### src/rtl/bgcal_pkg.sv
package bgcal_pkg;

  typedef enum logic [1:0] {
    SRC_ANALOG = 2'b00,
    SRC_REF    = 2'b01,
    SRC_SHORT  = 2'b10
  } src_e;

  typedef enum logic [1:0] {
    PH_IDLE   = 2'b00,
    PH_OFFSET = 2'b01,
    PH_GAIN   = 2'b10,
    PH_FILL   = 2'b11
  } phase_e;

  localparam logic [2:0] MODE_BGCAL = 3'b010;

endpackage

### src/rtl/bgcal_phase_seq.sv
module bgcal_phase_seq
  import bgcal_pkg::*;
#(
  parameter int GAIN_CYCLES = 3,
  parameter int FILL_CYCLES = 3
) (
  input  logic   clk,
  input  logic   rst_n,
  input  logic   tick,
  input  logic   bg_on,
  output phase_e phase_q,
  output logic   ev_idle,
  output logic   ev_ofs_cold,
  output logic   ev_ofs_valid,
  output logic   ev_gain_start,
  output logic   ev_fill_start
);

  localparam int MAXC  = (GAIN_CYCLES > FILL_CYCLES) ? GAIN_CYCLES : FILL_CYCLES;
  localparam int CNT_W = (MAXC > 1) ? $clog2(MAXC) : 1;
  localparam logic [CNT_W-1:0] GAIN_LAST = CNT_W'(GAIN_CYCLES - 1);
  localparam logic [CNT_W-1:0] FILL_LAST = CNT_W'(FILL_CYCLES - 1);

  phase_e           phase_d;
  logic [CNT_W-1:0] cnt_q, cnt_d;

  always_comb begin
    phase_d       = phase_q;
    cnt_d         = cnt_q;
    ev_idle       = 1'b0;
    ev_ofs_cold   = 1'b0;
    ev_ofs_valid  = 1'b0;
    ev_gain_start = 1'b0;
    ev_fill_start = 1'b0;
    if (tick) begin
      if (!bg_on) begin
        phase_d = PH_IDLE;
        cnt_d   = '0;
        ev_idle = 1'b1;
      end else begin
        unique case (phase_q)
          PH_IDLE: begin
            phase_d     = PH_OFFSET;
            cnt_d       = '0;
            ev_ofs_cold = 1'b1;
          end
          PH_OFFSET: begin
            phase_d       = PH_GAIN;
            cnt_d         = '0;
            ev_gain_start = 1'b1;
          end
          PH_GAIN: begin
            if (cnt_q == GAIN_LAST) begin
              phase_d       = PH_FILL;
              cnt_d         = '0;
              ev_fill_start = 1'b1;
            end else begin
              cnt_d = cnt_q + 1'b1;
            end
          end
          PH_FILL: begin
            if (cnt_q == FILL_LAST) begin
              phase_d      = PH_OFFSET;
              cnt_d        = '0;
              ev_ofs_valid = 1'b1;
            end else begin
              cnt_d = cnt_q + 1'b1;
            end
          end
          default: begin
            phase_d = PH_IDLE;
            cnt_d   = '0;
          end
        endcase
      end
    end
  end

  always_ff @(posedge clk or negedge rst_n) begin
    if (!rst_n) begin
      phase_q <= PH_OFFSET;
      cnt_q   <= '0;
    end else begin
      phase_q <= phase_d;
      cnt_q   <= cnt_d;
    end
  end

  AST_GAIN_BOUND: assert property (@(posedge clk) disable iff (!rst_n)
    (phase_q == PH_GAIN) |-> (cnt_q <= GAIN_LAST));
  AST_FILL_BOUND: assert property (@(posedge clk) disable iff (!rst_n)
    (phase_q == PH_FILL) |-> (cnt_q <= FILL_LAST));
  AST_IDLE_ON_MODE: assert property (@(posedge clk) disable iff (!rst_n)
    (tick && !bg_on) |=> (phase_q == PH_IDLE));
  AST_HOLD_PHASE: assert property (@(posedge clk) disable iff (!rst_n)
    !tick |=> $stable(phase_q));

endmodule

### src/rtl/bgcal_out_drv.sv
module bgcal_out_drv
  import bgcal_pkg::*;
(
  input  logic clk,
  input  logic rst_n,
  input  logic tick,
  input  logic ev_idle,
  input  logic ev_ofs_cold,
  input  logic ev_ofs_valid,
  input  logic ev_gain_start,
  input  logic ev_fill_start,
  output src_e src_q,
  output logic drdy_nq,
  output logic ofs_stb_q,
  output logic gain_stb_q
);

  src_e src_d;
  logic drdy_d;

  always_comb begin
    src_d  = src_q;
    drdy_d = drdy_nq;
    if (ev_idle) begin
      src_d  = SRC_ANALOG;
      drdy_d = 1'b1;
    end else if (ev_ofs_cold || ev_ofs_valid) begin
      src_d  = SRC_SHORT;
      drdy_d = !ev_ofs_valid;
    end else if (ev_gain_start) begin
      src_d  = SRC_REF;
      drdy_d = 1'b1;
    end else if (ev_fill_start) begin
      src_d  = SRC_ANALOG;
      drdy_d = 1'b1;
    end
  end

  always_ff @(posedge clk or negedge rst_n) begin
    if (!rst_n) begin
      src_q      <= SRC_SHORT;
      drdy_nq    <= 1'b1;
      ofs_stb_q  <= 1'b0;
      gain_stb_q <= 1'b0;
    end else begin
      src_q      <= src_d;
      drdy_nq    <= drdy_d;
      ofs_stb_q  <= ev_ofs_cold || ev_ofs_valid;
      gain_stb_q <= ev_gain_start;
    end
  end

  AST_HOLD_NO_TICK: assert property (@(posedge clk) disable iff (!rst_n)
    !tick |=> ($stable(src_q) && $stable(drdy_nq) && !ofs_stb_q && !gain_stb_q));
  AST_GAIN_PULSE: assert property (@(posedge clk) disable iff (!rst_n)
    gain_stb_q |=> !gain_stb_q);
  AST_OFS_PULSE: assert property (@(posedge clk) disable iff (!rst_n)
    ofs_stb_q |=> !ofs_stb_q);
  AST_STB_EXCL: assert property (@(posedge clk) disable iff (!rst_n)
    !(ofs_stb_q && gain_stb_q));

endmodule

### src/rtl/bgcal_sequencer.sv
module bgcal_sequencer
  import bgcal_pkg::*;
#(
  parameter int GAIN_CYCLES = 3,
  parameter int FILL_CYCLES = 3
) (
  input  logic       clk,
  input  logic       rst_n,
  input  logic       conv_tick,
  input  logic [2:0] op_mode,
  output logic [1:0] src_sel,
  output logic       offs_cal_stb,
  output logic       gain_cal_stb,
  output logic       drdy_n
);

  logic   bg_on;
  phase_e phase;
  logic   ev_idle, ev_ofs_cold, ev_ofs_valid, ev_gain_start, ev_fill_start;
  src_e   src_q;

  assign bg_on = (op_mode == MODE_BGCAL);

  bgcal_phase_seq #(
    .GAIN_CYCLES(GAIN_CYCLES),
    .FILL_CYCLES(FILL_CYCLES)
  ) u_seq (
    .clk          (clk),
    .rst_n        (rst_n),
    .tick         (conv_tick),
    .bg_on        (bg_on),
    .phase_q      (phase),
    .ev_idle      (ev_idle),
    .ev_ofs_cold  (ev_ofs_cold),
    .ev_ofs_valid (ev_ofs_valid),
    .ev_gain_start(ev_gain_start),
    .ev_fill_start(ev_fill_start)
  );

  bgcal_out_drv u_drv (
    .clk          (clk),
    .rst_n        (rst_n),
    .tick         (conv_tick),
    .ev_idle      (ev_idle),
    .ev_ofs_cold  (ev_ofs_cold),
    .ev_ofs_valid (ev_ofs_valid),
    .ev_gain_start(ev_gain_start),
    .ev_fill_start(ev_fill_start),
    .src_q        (src_q),
    .drdy_nq      (drdy_n),
    .ofs_stb_q    (offs_cal_stb),
    .gain_stb_q   (gain_cal_stb)
  );

  assign src_sel = src_q;

  AST_DRDY_SHORTED: assert property (@(posedge clk) disable iff (!rst_n)
    !drdy_n |-> (src_sel == SRC_SHORT));
  AST_OFS_SRC: assert property (@(posedge clk) disable iff (!rst_n)
    offs_cal_stb |-> (src_sel == SRC_SHORT && phase == PH_OFFSET));
  AST_GAIN_SRC: assert property (@(posedge clk) disable iff (!rst_n)
    gain_cal_stb |-> (src_sel == SRC_REF && phase == PH_GAIN));
  AST_IDLE_OUT: assert property (@(posedge clk) disable iff (!rst_n)
    (conv_tick && !bg_on) |=> (src_sel == SRC_ANALOG && drdy_n && !offs_cal_stb && !gain_cal_stb));
  AST_COLD_NO_DRDY: assert property (@(posedge clk) disable iff (!rst_n)
    (conv_tick && bg_on && phase == PH_IDLE) |=> drdy_n);

endmodule

### config.mk
export PLATFORM = sky130hd
export DESIGN_NAME = bgcal_sequencer
export DESIGN_NICKNAME = d
export VERILOG_FILES = /design/src/rtl/bgcal_pkg.sv /design/src/rtl/bgcal_phase_seq.sv /design/src/rtl/bgcal_out_drv.sv /design/src/rtl/bgcal_sequencer.sv
export SDC_FILE = /design/constraint.sdc
export NUM_CORES = 1
export LEC_CHECK = 0
export BUFFER_PORTS_ARGS = -buffer_cell sky130_fd_sc_hd__clkbuf_2
export CAP_MARGIN = 20
export CORE_AREA = 2 2 39 41
export CTS_CLUSTER_DIAMETER = 200
export DETAILED_ROUTE_END_ITERATION = 12
export DIE_AREA = 0 0 41 43
export GPL_ROUTABILITY_DRIVEN = 1
export PLACE_DENSITY = 0.67
export SLEW_MARGIN = 15
export SYNTH_ARGS = -nofsm -noshare
export SYNTH_HDL_FRONTEND = slang
export SYNTH_SLANG_ARGS = --single-unit
### constraint.sdc
create_clock -name clk -period 1.9 [get_ports clk]
set_clock_uncertainty 0.1 [all_clocks]
set_input_delay 0 -clock clk [delete_from_list [all_inputs] [get_ports clk]]
set_output_delay 0 -clock clk [all_outputs]
set_load 0.03 [all_outputs]
# == Word-level counts from Yosys, hierarchy flattened ==
# Index checks and enable logic that the tools add are counted.
# word_totals
regBits,9
out_inout_bits,5
# classes
add_sub_neg,1
n_eq_ne,7
mux,30
reduce_logical,7
# ops
cell,count
1-bit 2-to-1 mux,19
2-bit 2-to-1 mux,9
2-bit one-hot mux with 4 select lines,1
"2-bit == test, second input constant",3
"3-bit inequality test, second input constant",2
2-bit one-hot mux with 2 select lines,1
4-bit nonzero test,1
2-bit OR reduction,2
"3-bit by 2-bit == test with 1-bit output, second input constant",1
3-bit AND reduction,1
"2-bit by 1-bit adder with 2-bit output, second input constant",1
"2-bit by 1-bit == test with 1-bit output, second input constant",1
2-bit logical NOT,1
1-bit logical NOT,1
1-bit logical OR,1

# == Longest topological paths before layout ==
# logic_depth
word_depth,9
mapped_depth,5
ltp_nobuf,5

# == By module ==
# A second synthesis with hierarchy kept.
# unflattened
hier_cells,48
area_unflattened_um2,516.7
# by_module_without_submodules
module,instances,cells_each,area_per_inst_um2,seq_area_each_um2
bgcal_phase_seq,1,33,324.1,101.3
bgcal_out_drv,1,14,180.2,127.6
bgcal_sequencer,1,1,12.5,0.0

# == Worst setup path before layout ==
# Ideal clock, no wire load.
# synth_path
kind,reg2reg
from,reg u_seq.phase_q[0]
to,reg u_drv.drdy_nq
arrival_time_ns,1.336
setup_slack_ns,0.379
stages_incl_launch_ff,6
path_cell_list,dfstp_2 > inv_1 > ha_1 > or3_1 > nor3_1 > a211oi_1
# synth_via
elab_chain_cells,7
elab_cells_between_ends,22
# synth_lines
item,line_no,source
start: declaration,bgcal_phase_seq.sv:11,"output phase_e phase_q,"
start signal: assignment,bgcal_phase_seq.sv:84,phase_q <= phase_d;
2-bit by 1-bit == test with 1-bit output (tied with other cells),bgcal_phase_seq.sv:41,unique case (phase_q)
1-bit 2-to-1 mux,bgcal_phase_seq.sv:41,
1-bit 2-to-1 mux,bgcal_phase_seq.sv:36,if (!bg_on) begin
1-bit 2-to-1 mux,bgcal_phase_seq.sv:35,if (tick) begin
1-bit 2-to-1 mux (tied with other cells),bgcal_out_drv.sv:30,end else if (ev_gain_start) begin
1-bit 2-to-1 mux,bgcal_out_drv.sv:27,end else if (ev_ofs_cold || ev_ofs_valid) begin
1-bit 2-to-1 mux,bgcal_out_drv.sv:24,if (ev_idle) begin
end signal: assignment,bgcal_out_drv.sv:47,drdy_nq <= drdy_d;
end: declaration,bgcal_out_drv.sv:13,"output logic drdy_nq,"
# Parallel ways exist; a longest one is shown, timed or not.
# A chain may end at the register's enable or synchronous reset.

# == Worst setup path in the final report ==
# layout_path
from,in op_mode[2]
to,reg u_seq.cnt_q[0]
# layout_via
elab_chain_cells,2
# layout_lines
item,line_no,source
start: declaration,bgcal_sequencer.sv:10,"input logic [2:0] op_mode,"
3-bit by 2-bit == test with 1-bit output,bgcal_sequencer.sv:22,assign bg_on = (op_mode == MODE_BGCAL);
2-bit 2-to-1 mux,bgcal_phase_seq.sv:36,
end signal: assignment,bgcal_phase_seq.sv:85,cnt_q <= cnt_d;
end: declaration,bgcal_phase_seq.sv:25,"logic [CNT_W-1:0] cnt_q, cnt_d;"
# Every way passes these cells.

==> impl_metrics.prom <==
# TYPE chip_impl_metric gauge
chip_impl_info{name="run_status",value="completed"} 1
chip_impl_info{name="root_buffer",value="clkbuf_4"} 1
chip_impl_metric{name="yosysTopAreaCellShare",unit=""} 0.305
chip_impl_metric{name="nFillCells",unit=""} 136
chip_impl_metric{name="layout_min_cycle_time",unit="ps"} 1800
chip_impl_metric{name="synth_seq_cells",unit=""} 9
chip_impl_metric{name="syn_area",unit="um2"} 492
chip_impl_info{name="r2r-start",value="u_seq.phase_q[0]$_DFFE_PN1P_"} 1
chip_impl_metric{name="design.die.area",unit="mm2"} 0.00176
chip_impl_metric{name="initial_core_util",unit=""} 0.355
chip_impl_metric{name="final_hold_viol_count",unit=""} 0
chip_impl_info{name="cp-start-kind",value="input port"} 1
chip_impl_metric{name="die_height",unit="um"} 43
chip_impl_metric{name="worstSkewPairLatency",unit="ps"} 250
chip_impl_metric{name="maximum_buffer_depth_of_the_clock_tree",unit=""} 2
chip_impl_metric{name="antenna_found_initial",unit=""} 0
chip_impl_metric{name="max-vdd-ir-drop",unit="uV"} 275
chip_impl_metric{name="final_critical_path_setup_slack",unit="ps"} 105
chip_impl_metric{name="stdcell_count",unit=""} 79
chip_impl_metric{name="synth_async_sr_flop_share",unit=""} 1.00
chip_impl_metric{name="timing.critical_path.fanout_max",unit=""} 3
chip_impl_metric{name="via_density",unit=""} 5.09
chip_impl_metric{name="placementRows",unit=""} 14
chip_impl_metric{name="number_of_buffers_created_by_cts",unit=""} 3
chip_impl_metric{name="worst_slew_pin_slew",unit="ps"} 285
chip_impl_metric{name="dr_total_vias",unit=""} 402
chip_impl_metric{name="drtIter0Drc",unit=""} 2
chip_impl_metric{name="h-tree-depth",unit=""} 1
chip_impl_metric{name="chipWidth",unit="um"} 41
chip_impl_metric{name="post-dp-hpwl",unit="um"} 714
chip_impl_metric{name="pwr_density_cell",unit="mW/mm2"} 619
chip_impl_info{name="crit_type",value="input port to flop"} 1
chip_impl_metric{name="global_route_wire_length_before_repair",unit="mm"} 1.68
chip_impl_metric{name="layout_cell_share_with_drive_strength_beyond_1",unit=""} 0.286
chip_impl_metric{name="synthesis.instances",unit=""} 45
chip_impl_info{name="rsz0062_at_grt",value="false"} 1
chip_impl_metric{name="groute.usage.overall",unit=""} 0.145
chip_impl_metric{name="pre_cts_ws",unit="ps"} 285
chip_impl_metric{name="slew_violations",unit=""} 0
chip_impl_info{name="leading_cell_types_by_count_after_synthesis",value="6 x dfrtp_1, 6 x nor2_1, 4 x ha_1, 4 x inv_1, 3 x dfstp_2"} 1
chip_impl_metric{name="clk_pin_slew_worst_paths",unit="ps"} 60
chip_impl_metric{name="layout.nets",unit=""} 74
chip_impl_metric{name="yosys_warnings",unit=""} 0
chip_impl_info{name="worstHoldPathType",value="input port to asynchronous set/reset pin"} 1
chip_impl_metric{name="finalSetupViolCount",unit=""} 0
chip_impl_metric{name="finalCritPeriodShare",unit=""} 0.945
chip_impl_metric{name="final_util",unit=""} 0.458
chip_impl_metric{name="tritoncts_num_sinks",unit=""} 9
chip_impl_info{name="worstSetupEndpointType",value="flop"} 1
chip_impl_metric{name="ys_types",unit=""} 24
chip_impl_metric{name="drt.antenna.violating_nets",unit=""} 0
chip_impl_metric{name="port_buffers",unit=""} 10
chip_impl_metric{name="grt_start_max_net_pins",unit=""} 10
chip_impl_info{name="ys_top_cells_by_area",value="dfrtp_1 31%, dfstp_2 16%, ha_1 10%"} 1
chip_impl_metric{name="grt_pass1_vias",unit=""} 389
chip_impl_metric{name="insertedDiodeCount",unit=""} 0
chip_impl_metric{name="setup_total_negative_slack",unit="ps"} 0
chip_impl_metric{name="synthesis.area_per_instance",unit="um2"} 10.9
chip_impl_info{name="cts_tree",value="built"} 1
chip_impl_metric{name="drtPass1Iterations",unit=""} 4
chip_impl_metric{name="drv_cap",unit=""} 0
chip_impl_metric{name="timing.critical_path.required",unit="ps"} 1950
chip_impl_metric{name="static-leakage-power",unit="nW"} 0.305
chip_impl_metric{name="io_pins",unit=""} 11
chip_impl_metric{name="timing.slew.headroom",unit=""} 0.809
chip_impl_metric{name="drt-total-wl",unit="um"} 960
chip_impl_metric{name="routabilityCongestion",unit=""} 0.787
chip_impl_metric{name="cts_setup_buffers",unit=""} 0
chip_impl_info{name="worst_setup_path_startpoint",value="op_mode[2]"} 1
chip_impl_metric{name="cp.arrival",unit="ps"} 1850
chip_impl_info{name="synth_flop_cell",value="dfrtp_1"} 1
chip_impl_metric{name="dpl.cell_count",unit=""} 70
chip_impl_metric{name="avgRoutedWirePerCell",unit="um"} 12.2
chip_impl_metric{name="synth-seq-area-share",unit=""} 0.466
chip_impl_metric{name="post-route-drc-count",unit=""} 0
chip_impl_metric{name="grt_overflow_total",unit=""} 0
chip_impl_metric{name="fin_total_pwr",unit="uW"} 393
chip_impl_metric{name="synth_enable_flop_cells",unit=""} 0
chip_impl_info{name="synth_area_leader_cell",value="dfrtp_1"} 1
chip_impl_metric{name="synth_fp_nets",unit=""} 55
chip_impl_metric{name="placeableCoreArea",unit="mm2"} 0.00138
chip_impl_metric{name="achievable-frequency",unit="GHz"} 0.557
chip_impl_metric{name="synthToLayoutAreaGrowth",unit="%"} 29.0
==> state kept, by name, indices dropped and copies added (netlist names) <==
register          count
u_drv.gain_stb_q      1
u_drv.src_q           2
u_seq.phase_q         2
u_drv.drdy_nq         1
u_seq.cnt_q           2
u_drv.ofs_stb_q       1
==> cell type report <==
cell class	instances	area, um2	area share
multi-input cells	31	244	0.385
flip-flops and latches	9	229	0.361
repair buffers	15	100	0.158
clock buffers	4	26.3	0.0414
well taps	16	20.0	0.0316
inverters	4	15.0	0.0237
==> worst max-delay path, stage by stage <==
cell           delay [ps]
dlygate4sd3_1         530
clkbuf_2              110
nor3b_1               230
dlygate4sd3_1         590
nand2_1               100
o41ai_2               290
==> layer usage <==
layer,share of wire,GRT usage,wire (um),up-vias
li1,-,-,-,200
met1,0.44,0.173,420,188
met2,0.49,0.209,469,12
met3,0.064,0.0785,61,2
met4,0.0083,0.0600,8,0
met5,0,0,0,-
==> path summary, 6_finish.rpt <==
kind	end	slack, ps	depth (start not counted)
hold / removal	u_drv.gain_stb_q$_DFF_PN0_	30	2
setup / recovery	u_seq.cnt_q[0]$_DFFE_PN0P_	100	6
setup reg to reg	u_seq.phase_q[1]$_DFFE_PN0P_	230	5
max in group asynchronous	u_seq.phase_q[0]$_DFFE_PN1P_	1410	2
min in group clk	u_drv.gain_stb_q$_DFF_PN0_	90	3
hold reg to reg	u_drv.src_q[1]$_DFFE_PN1P_	390	1
==> cells by family after synthesis <==
kind of cell | synth area share
adders and majority gates | 0.102
DFF | 0.466
AOI/OAI and AO/OA | 0.201
and+or+nand+nor | 0.178
buffers and inverters | 0.0534
==> stage by stage <==
stage	hold slack (ps)	instance area [um2]
6_report	29.5	634
5_1_grt	44.6	634
4_1_cts	30.6	627
3_5_place_dp	-231	551
3_3_place_gp	-232	551
2_1_floorplan	-396	492
==> report_power, final <==
part | internal [mW] | leakage [nW] | total, mW | switching, mW
clock | 0.0806 | 0.0150 | 0.143 | 0.0620
combinational | 0.0213 | 0.175 | 0.0496 | 0.0283
sequential | 0.198 | 0.115 | 0.200 | 0.00247
==> repair_timing <==
| item | CTS | global route |
|---|---|---|
| gates resized for setup | 0 | 1 |
| setup endpoints to repair | 0 | 1 |
| endpoints found under the hold margin | 14 | 0 |
| hold buffers | 5 | 0 |
==> placed cells by master, fill, tap and decap left out, types with 2 or more instances in the layout <==
| cell type | n |
|---|---|
| and3b_1 | 2 |
| clkbuf_2 | 10 |
| clkbuf_4 | 3 |
| dfrtp_1 | 6 |
| dfstp_2 | 3 |
| dlygate4sd3_1 | 5 |
| ha_1 | 4 |
| inv_1 | 4 |
| nand2_1 | 2 |
| nor2_1 | 6 |
| o32ai_1 | 2 |
| o41ai_2 | 2 |
Note: power is estimated with default switching activity, not from simulation.
